## src/rtl/sertx_pkg.sv

```systemverilog
package sertx_pkg;

  typedef enum logic [2:0] {
    PH_IDLE   = 3'd0,
    PH_START  = 3'd1,
    PH_DATA   = 3'd2,
    PH_PARITY = 3'd3,
    PH_STOP   = 3'd4
  } txPhase_e;

  // Frame settings the sequencer needs to count bits and stop ticks
  typedef struct packed {
    logic [1:0] wordLen;
    logic       stopSel;
    logic       parEn;
  } frameShape_t;

  // Strobes from control to datapath
  typedef struct packed {
    logic     load;
    logic     shift;
    txPhase_e phase;
  } txStrobe_t;

endpackage

```

## src/rtl/sertx_ctrl.sv

```systemverilog
module sertx_ctrl
  import sertx_pkg::*;
#(
  parameter int OVERSAMPLE = 16
) (
  input  logic        clk,
  input  logic        rst_n,
  input  logic        baudTick,
  input  logic        holdFull,
  input  frameShape_t liveShape,
  output txStrobe_t   strb
);

  localparam int CNT_W = $clog2(2 * OVERSAMPLE + 1);
  localparam logic [CNT_W-1:0] BIT_T  = CNT_W'(OVERSAMPLE);
  localparam logic [CNT_W-1:0] HALF_T = CNT_W'(OVERSAMPLE / 2);

  txPhase_e          state, stateNxt;
  logic [CNT_W-1:0]  cnt, cntNxt, lim, stopTicks;
  logic [2:0]        bitIdx, bitIdxNxt, lastIdx;
  frameShape_t       shapeLat;
  logic              bitEnd, loadS, shiftS;

  assign lastIdx = 3'd4 + {1'b0, shapeLat.wordLen};

  always_comb begin
    stopTicks = BIT_T;
    if (shapeLat.stopSel) begin
      stopTicks = (shapeLat.wordLen == 2'b00) ? (BIT_T + HALF_T) : (BIT_T + BIT_T);
    end
    lim    = (state == PH_STOP) ? stopTicks : BIT_T;
    bitEnd = baudTick && (cnt == lim - 1'b1);
  end

  always_comb begin
    stateNxt  = state;
    cntNxt    = cnt;
    bitIdxNxt = bitIdx;
    loadS     = 1'b0;
    shiftS    = 1'b0;
    if (state != PH_IDLE && baudTick) begin
      cntNxt = bitEnd ? '0 : cnt + 1'b1;
    end
    case (state)
      PH_IDLE: begin
        if (holdFull) begin
          loadS    = 1'b1;
          stateNxt = PH_START;
          cntNxt   = '0;
        end
      end
      PH_START: begin
        if (bitEnd) begin
          stateNxt  = PH_DATA;
          bitIdxNxt = '0;
        end
      end
      PH_DATA: begin
        if (bitEnd) begin
          shiftS = 1'b1;
          if (bitIdx == lastIdx) begin
            stateNxt = shapeLat.parEn ? PH_PARITY : PH_STOP;
          end else begin
            bitIdxNxt = bitIdx + 1'b1;
          end
        end
      end
      PH_PARITY: begin
        if (bitEnd) stateNxt = PH_STOP;
      end
      PH_STOP: begin
        if (bitEnd) begin
          if (holdFull) begin
            loadS    = 1'b1;
            stateNxt = PH_START;
          end else begin
            stateNxt = PH_IDLE;
          end
        end
      end
      default: stateNxt = PH_IDLE;
    endcase
  end

  always_ff @(posedge clk or negedge rst_n) begin
    if (!rst_n) begin
      state    <= PH_IDLE;
      cnt      <= '0;
      bitIdx   <= '0;
      shapeLat <= '0;
    end else begin
      state  <= stateNxt;
      cnt    <= cntNxt;
      bitIdx <= bitIdxNxt;
      if (loadS) shapeLat <= liveShape;
    end
  end

  always_comb begin
    strb.load  = loadS;
    strb.shift = shiftS;
    strb.phase = state;
  end

  // Bit index never passes the captured word length
  assert_bitidx_in_range_R1: assert property (@(posedge clk) disable iff (!rst_n)
    (state == PH_DATA) |-> (bitIdx <= lastIdx));

  // Tick counter stays inside the current bit's length
  assert_tick_count_bounded_R5: assert property (@(posedge clk) disable iff (!rst_n)
    (state != PH_IDLE) |-> (cnt < lim));

  // Parity phase only for frames captured with parity on
  assert_parity_phase_enabled_R3: assert property (@(posedge clk) disable iff (!rst_n)
    (state == PH_PARITY) |-> shapeLat.parEn);

  // Stop period ending without a pending byte returns to idle
  assert_stop_to_idle_R8: assert property (@(posedge clk) disable iff (!rst_n)
    (state == PH_STOP && bitEnd && !holdFull) |=> (state == PH_IDLE));

endmodule

```

## src/rtl/sertx_dpath.sv

```systemverilog
module sertx_dpath
  import sertx_pkg::*;
(
  input  logic        clk,
  input  logic        rst_n,
  input  logic        wrEn,
  input  logic        wrAddr,
  input  logic [7:0]  wrData,
  input  logic        rdAddr,
  input  txStrobe_t   strb,
  output logic [7:0]  rdData,
  output logic        txOut,
  output logic        holdEmpty,
  output logic        holdFull,
  output frameShape_t liveShape
);

  localparam int BRK_BIT   = 6;
  localparam int STICK_BIT = 5;
  localparam int EVEN_BIT  = 4;

  logic [7:0] ctrlReg, holdReg, shifter, dataMask;
  logic       parBit, parNxt, onesOdd, lineBit, wrHold, wrCtrl;

  assign wrHold = wrEn && !wrAddr;
  assign wrCtrl = wrEn && wrAddr;

  assign liveShape.wordLen = ctrlReg[1:0];
  assign liveShape.stopSel = ctrlReg[2];
  assign liveShape.parEn   = ctrlReg[3];

  assign dataMask = 8'hFF >> (2'd3 - ctrlReg[1:0]);
  assign onesOdd  = ^(holdReg & dataMask);

  always_comb begin
    if (ctrlReg[STICK_BIT]) parNxt = ctrlReg[EVEN_BIT];
    else if (ctrlReg[EVEN_BIT]) parNxt = onesOdd;
    else parNxt = ~onesOdd;
  end

  always_ff @(posedge clk or negedge rst_n) begin
    if (!rst_n) begin
      ctrlReg  <= '0;
      holdReg  <= '0;
      holdFull <= 1'b0;
      shifter  <= '0;
      parBit   <= 1'b0;
    end else begin
      if (wrCtrl) ctrlReg <= wrData;
      if (wrHold) begin
        holdReg  <= wrData;
        holdFull <= 1'b1;
      end else if (strb.load) begin
        holdFull <= 1'b0;
      end
      if (strb.load) begin
        shifter <= holdReg;
        parBit  <= parNxt;
      end else if (strb.shift) begin
        shifter <= shifter >> 1;
      end
    end
  end

  always_comb begin
    case (strb.phase)
      PH_START:  lineBit = 1'b0;
      PH_DATA:   lineBit = shifter[0];
      PH_PARITY: lineBit = parBit;
      default:   lineBit = 1'b1;
    endcase
  end

  assign txOut     = ctrlReg[BRK_BIT] ? 1'b0 : lineBit;
  assign holdEmpty = !holdFull;
  assign rdData    = rdAddr ? ctrlReg : holdReg;

  // The sequencer only loads when a byte is waiting
  assert_load_needs_data_R7: assert property (@(posedge clk) disable iff (!rst_n)
    strb.load |-> holdFull);

  // A write to the holding register clears the empty flag
  assert_write_clears_empty_R7: assert property (@(posedge clk) disable iff (!rst_n)
    wrHold |=> !holdEmpty);

  // Load and write in one cycle keeps the new byte pending
  assert_collision_keeps_byte_R9: assert property (@(posedge clk) disable iff (!rst_n)
    (strb.load && wrHold) |=> (holdFull && holdReg == $past(wrData)));

endmodule

```

## src/rtl/serial_tx_engine.sv

```systemverilog
module serial_tx_engine
  import sertx_pkg::*;
#(
  parameter int OVERSAMPLE = 16
) (
  input  logic       clk,
  input  logic       rst_n,
  input  logic       baudTick,
  input  logic       wrEn,
  input  logic       wrAddr,
  input  logic [7:0] wrData,
  input  logic       rdAddr,
  output logic [7:0] rdData,
  output logic       txOut,
  output logic       holdEmpty
);

  txStrobe_t   strb;
  frameShape_t liveShape;
  logic        holdFull;

  sertx_ctrl #(.OVERSAMPLE(OVERSAMPLE)) u_ctrl (
    .clk       (clk),
    .rst_n     (rst_n),
    .baudTick  (baudTick),
    .holdFull  (holdFull),
    .liveShape (liveShape),
    .strb      (strb)
  );

  sertx_dpath u_dpath (
    .clk       (clk),
    .rst_n     (rst_n),
    .wrEn      (wrEn),
    .wrAddr    (wrAddr),
    .wrData    (wrData),
    .rdAddr    (rdAddr),
    .strb      (strb),
    .rdData    (rdData),
    .txOut     (txOut),
    .holdEmpty (holdEmpty),
    .holdFull  (holdFull),
    .liveShape (liveShape)
  );

endmodule

```

## config.mk

```make
export PLATFORM = sky130hd
export DESIGN_NAME = serial_tx_engine
export DESIGN_NICKNAME = d
export VERILOG_FILES = /design/src/rtl/sertx_pkg.sv /design/src/rtl/sertx_ctrl.sv /design/src/rtl/sertx_dpath.sv /design/src/rtl/serial_tx_engine.sv
export SDC_FILE = /design/constraint.sdc
export NUM_CORES = 1
export LEC_CHECK = 0
export CAP_MARGIN = 15
export CORE_UTILIZATION = 58
export CTS_CLUSTER_DIAMETER = 30
export DETAILED_ROUTE_END_ITERATION = 10
export DONT_BUFFER_PORTS = 1
export PLACE_DENSITY = 0.84
export SLEW_MARGIN = 20
export SYNTH_ARGS = -nofsm -noshare
export SYNTH_HDL_FRONTEND = slang
export SYNTH_HIERARCHICAL = 1
export SYNTH_SLANG_ARGS = --single-unit
```

## constraint.sdc

```tcl
create_clock -name clk -period 6.6 [get_ports clk]
set_clock_uncertainty 0.15 [all_clocks]
set_input_delay 0.66 -clock clk [delete_from_list [all_inputs] [get_ports clk]]
set_output_delay 0.66 -clock clk [all_outputs]
set_load 0.01 [all_outputs]
```

---- Yosys cells after proc, flatten, opt, wreduce, memory -nomap -nowiden ----
Cells that the tools add are included.
operators by class
  shift operators ......................... 1
  $add $sub $neg .......................... 5
  reduce and logical (&&, ||, !) cells .... 15
  bitwise logic cells ..................... 2
  equal/unequal tests ..................... 13
  muxes and demuxes ....................... 34
operator list
  cell                                                    count
  2-to-1 mux 6 bit                                        7
  2-to-1 mux 3 bit                                        10
  2-to-1 mux 8 bit                                        3
  case mux 3 bit (5 select lines)                         1
  inequality test 2 x 1 -> 1 bit (second input constant)  6
  2-to-1 mux 1 bit                                        10
  AND 8 bit                                               1
  XOR reduction 8 bit                                     1
  right shift 8 x 2 -> 8 bit (first input constant)       1
  adder 6 x 1 -> 6 bit (second input constant)            1
  equality test 3 x 2 -> 1 bit (second input constant)    2
  equality test 6 bit                                     1
  case mux 3 bit (2 select lines)                         1
  AND reduction 6 bit                                     1
  nonzero test 2 bit                                      3
  subtractor 6 x 1 -> 6 bit (second input constant)       1
  logical AND 1 bit                                       4
  AND reduction 4 bit                                     1
  adder 3 x 1 -> 3 bit (second input constant)            1
  adder 3 x 2 -> 3 bit (first input constant)             1
  equality test 3 x 1 -> 1 bit (second input constant)    1
  equality test 3 bit                                     1
  equality test 3 bit (second input constant)             1
  zero test 3 bit                                         1
  other kinds (8)                                         9
storage, ports and cells
  logic and storage cells ................. 81
  register bits ........................... 42
  bits of input ports ..................... 14
  output and inout port bits .............. 10

---- Logic depth before layout (Yosys ltp) ----
  depth in word-level cells ............... 11
  mapped depth ............................ 15
  gate-level depth less buffers ........... 12

---- By module ----
The synthesis kept the hierarchy.
by module, submodules not included
  module       sequential area each (um^2)  area each (um^2)  instances  cells an instance
  sertx_dpath  650.6                        1,333.8           1          114
  sertx_ctrl   400.4                        1,044.8           1          97

---- Worst setup path after synthesis ----
No wires, ideal clock.
  path type ............................... reg2reg
  start point ............................. register u_ctrl.state[0]
  end point ............................... register u_dpath.parBit
  clock period less this slack ............ 3.478 ns
  required time ........................... 6.381 ns
  path slack .............................. 3.122 ns
  library setup time ...................... 0.069 ns
  arrival ................................. 3.259 ns
  buffers on the path ..................... 3
  stages on the path, launching flop included .. 16
  cell sequence ........................... dfrtp_1 > buf_6 > nand4bb_4 > nor3_1 > ha_1 > xor2_1 > nor3_4 > o21ai_4 > a21oi_4 > buf_4 > buf_2 > inv_2 > or3_1 > nor4b_1 > a2111oi_1 > nand3_1
between the ends
  word-level cells in the longest chain between the ends .. 7
RTL lines
  element                              RTL line                            source
  start: declaration                   sertx_ctrl.sv:18                    txPhase_e state, stateNxt;
  start signal: assignment             sertx_ctrl.sv:92                    state <= stateNxt;
  equality test 3 bit                  sertx_ctrl.sv:31, sertx_ctrl.sv:44
  2-to-1 mux 6 bit                     sertx_ctrl.sv:31                    lim = (state == PH_STOP) ? stopTicks : BIT_T;
  subtractor 6 x 1 -> 6 bit            sertx_ctrl.sv:32                    bitEnd = baudTick && (cnt == lim - 1'b1);
  equality test 6 bit                  sertx_ctrl.sv:32
  logical AND 1 bit                    sertx_ctrl.sv:32
  2-to-1 mux 1 bit                     sertx_ctrl.sv:72                    if (bitEnd) begin
  case mux 1 bit (2 select lines) (*)  sertx_ctrl.sv:44                    case (state)
  via u_ctrl.loadS                     sertx_ctrl.sv:22                    logic bitEnd, loadS, shiftS;
  end signal: assignment               sertx_dpath.sv:58                   parBit <= parNxt;
  end: declaration                     sertx_dpath.sv:23                   logic parBit, parNxt, onesOdd, lineBit, wrHold, wrCtrl;
Mark *: on every way through the listed nets, which the timed path passes. The rest lies on a longest branch.
A chain may end at the register's enable or synchronous reset.

==> results.yml <==
status:
  status: "finished, final reports clean"
cells_and_area:
  area_growth_pct: 3.00
  num_antenna_cells: 0
  fill_cells: 308
  drive_above_1_share: 0.238
  final_cells: 254
  fin_nets: 222
global_route:
  met3_usage: 0.0552
  grt_remaining_overflow: 0
  grt_max_degree: 43
  top_usage_layer: "met2"
  grt_pass1_vias: 1594
  use_met2: 0.361
  grt_pass1_wl_um: 7510
  grtUsageTotal: 0.232
  met1_usage: 0.316
  antenna_found_initial: 0
hold_path:
  hp-class: "in -> async"
synth:
  synth_fp_nets: 228
  synth-seq-cells: 42
  ys.flop_type: "dfrtp_1"
  ys_warn_count: 6
  netlist_instances: 211
  synth_top_cell_by_area: "dfrtp_1"
  syn_area_per_cell_um2: 11.3
  synth_top_area_frac: 0.442
  async_flop_share: 1.00
  yosysSeqAreaShare: 0.442
  synth_area_leaders: "dfrtp_1 (44%), mux2_2 (11%), nand2_1 (3.5%)"
  yosysUniqueCellTypes: 57
  synthesis.area_um2: 2380
  synth_edf_count: 0
die:
  die-area_um2: 4360
  initial_core_util: 0.626
  die_x_um: 66.0
  rows: 22
  die_h_um: 66.0
  io_pins: 24
  core-area_um2: 3800
sta:
  setup_viol: 0
  min_period_ps: 3900
  finalMaxSlewViolations: 0
  rsz0062_at_grt: "false"
  setup_ws_ps: 2700
  max_freq_mhz: 256
  worst_slew_pin_slew_ps: 886
  fin_crit_sh: 0.591
  finalHoldViolations: 0
  tns_ps: 0
  relSlewSlack: 0.408
  whs_ps: 55.7
power_and_ir_drop:
  vdd_drop_max_v: 0.000170
  cellLeakagePower_nw: 1.04
  p_per_area_nw_per_um2: 337
critical_path:
  required_ps: 6680
  r2r_start: "u_ctrl/state[0]"
  critPathKind: "reg -> reg"
  startpoint_type: "flop"
  crit_arrival_ps: 3980
  startpoint: "u_ctrl/state[0]"
  path_max_fanout: 23
  end_kind: "flop"
cts:
  cts_hold_buf: 1
  cts_setup_buffers: 0
  cts.path.max_buffers: 2
  path_clk_slew_ps: 80
  cts_tree: "yes"
  cts.sinks: 42
  cts-root-buf: "clkbuf_8"
  cts_buffers: 5
  ctsResizeCount: 0
  cts_max_level: 2
  insertion_delay_ps: 290
place:
  dp_hpwl_um: 3210
  io_buffers: 0
  dp_slack_ps: 2810
  gp_congestion: 0.793
  dp_cells: 245
detailed_routing:
  drtPass1Iterations: 4
  ant_nets: 0
  drtIter0Drc: 106
  vias: 1556
  drt-wirelength-per-cell_um: 17.6
  routed_wl_um: 4470
  viasPerCell: 6.13
  drc: 0
run:
  drv_cap: 0
per-layer routing:
metal	part of all wire	wire, um
met1	0.47	2090
met2	0.48	2150
met3	0.041	181
met4	0.0085	38
met5	0	0
power by group:
part | leakage, nW | total [mW] | switching [mW] | internal, mW
Combinational | 0.478 | 0.230 | 0.111 | 0.118
Sequential | 0.511 | 0.423 | 0.0911 | 0.332
Clock | 0.0472 | 0.172 | 0.0875 | 0.0841
Total | 1.04 | 0.825 | 0.290 | 0.535
path summary, 6_finish.rpt:
path	depth (start not counted)	end	slack, ps
hold reg to reg	2	u_dpath/parBit	360
setup reg to reg	12	u_dpath/parBit	2700
max in group asynchronous	1	u_dpath/holdReg[3]	6050
hold / removal	1	u_ctrl/bitIdx[2]	60
setup / recovery	12	u_dpath/parBit	2700
min in group clk	2	u_dpath/parBit	360
cell usage in the layout, fill, tap and decap left out, types with 2 or more instances in the layout:
master | synthesis | final
xor2_1 | 6 | 6
o211ai_1 | 2 | 2
a211oi_1 | 2 | 2
nand2_1 | 22 | 22
o31ai_1 | 2 | 2
inv_1 | 2 | 2
and3_1 | 4 | 4
xnor2_1 | 2 | 2
dfrtp_1 | 42 | 42
nor3_1 | 3 | 3
nor2_1 | 12 | 12
ha_1 | 3 | 3
a31oi_1 | 3 | 3
mux2_2 | 24 | 24
nand3b_1 | 3 | 3
nor2b_1 | 3 | 3
mux2i_1 | 7 | 7
clkbuf_8 | 2 | 6
a21oi_1 | 5 | 5
mux2_4 | 4 | 4
o21ai_1 | 8 | 8
nand3_1 | 8 | 8
Yosys cell counts, types with 2 or more instances:
cell type  count
a211oi_1       2
a21oi_1        5
a31oi_1        3
and3_1         4
buf_4          6
clkbuf_1       3
clkbuf_8       2
dfrtp_1       42
ha_1           3
inv_1          2
mux2_2        24
mux2_4         4
mux2i_1        7
nand2_1       22
nand3_1        8
nand3b_1       3
nor2_1        12
nor2b_1        3
nor3_1         3
o211ai_1       2
o21ai_1        8
o31ai_1        2
xnor2_1        2
xor2_1         6
cell type report:
cell class / count / area (um2) / share of cell area
multi-input combinational: 152 / 1210 / 0.495
sequential: 42 / 1050 / 0.429
timing repair buffer: 1 / 20.0 / 0.00817
tap: 48 / 60.1 / 0.0245
clock inverter: 2 / 12.5 / 0.00511
inverter: 3 / 11.3 / 0.00460
clock buffer: 6 / 82.6 / 0.0337
state kept, by name (all words and copies together), names as in the netlist, 3 cells and up:
signal	flops
u_dpath/shifter	8
u_dpath/holdReg	8
u_ctrl/cnt	6
u_ctrl/bitIdx	3
u_ctrl/state	3
u_dpath/ctrlReg	8
u_ctrl/shapeLat	4
through the flow:
| stage | area [um2] | total power [mW] | util |
|---|---|---|---|
| CTS | 2450 | 0.827 | 0.645 |
| detailed placement | 2330 | 0.649 | 0.615 |
| floorplan | 2380 | 0.606 | - |
| finish | 2450 | 0.825 | 0.645 |
| global placement | 2330 | 0.633 | 0.615 |
| global route | 2450 | 0.875 | 0.645 |
critical path: stages (launching register included):
cell,delay [ps]
dfrtp_1,490
nand4bb_4,310
nor3_1,330
ha_1,310
xor2_1,170
nor3_4,330
o21ai_4,180
a21oi_4,570
inv_2,120
or3_1,420
nor4b_1,260
a2111oi_1,100
nand3_1,90
kinds of logic (layout without fill, tap and decap cells):
logic type               Yosys count  count (layout)  share of synthesized area
AND/OR/NAND/NOR                   66              66                      0.156
flip-flops                        42              42                      0.442
AO/OA/AOI/OAI                     38              38                      0.123
multiplexers                      35              35                      0.168
buffers and inverters             17              12                     0.0484
XOR/XNOR                          10              10                     0.0463
adder cells (fa/ha/maj)            3               3                     0.0158
Note: power is estimated with default switching activity, not from simulation.
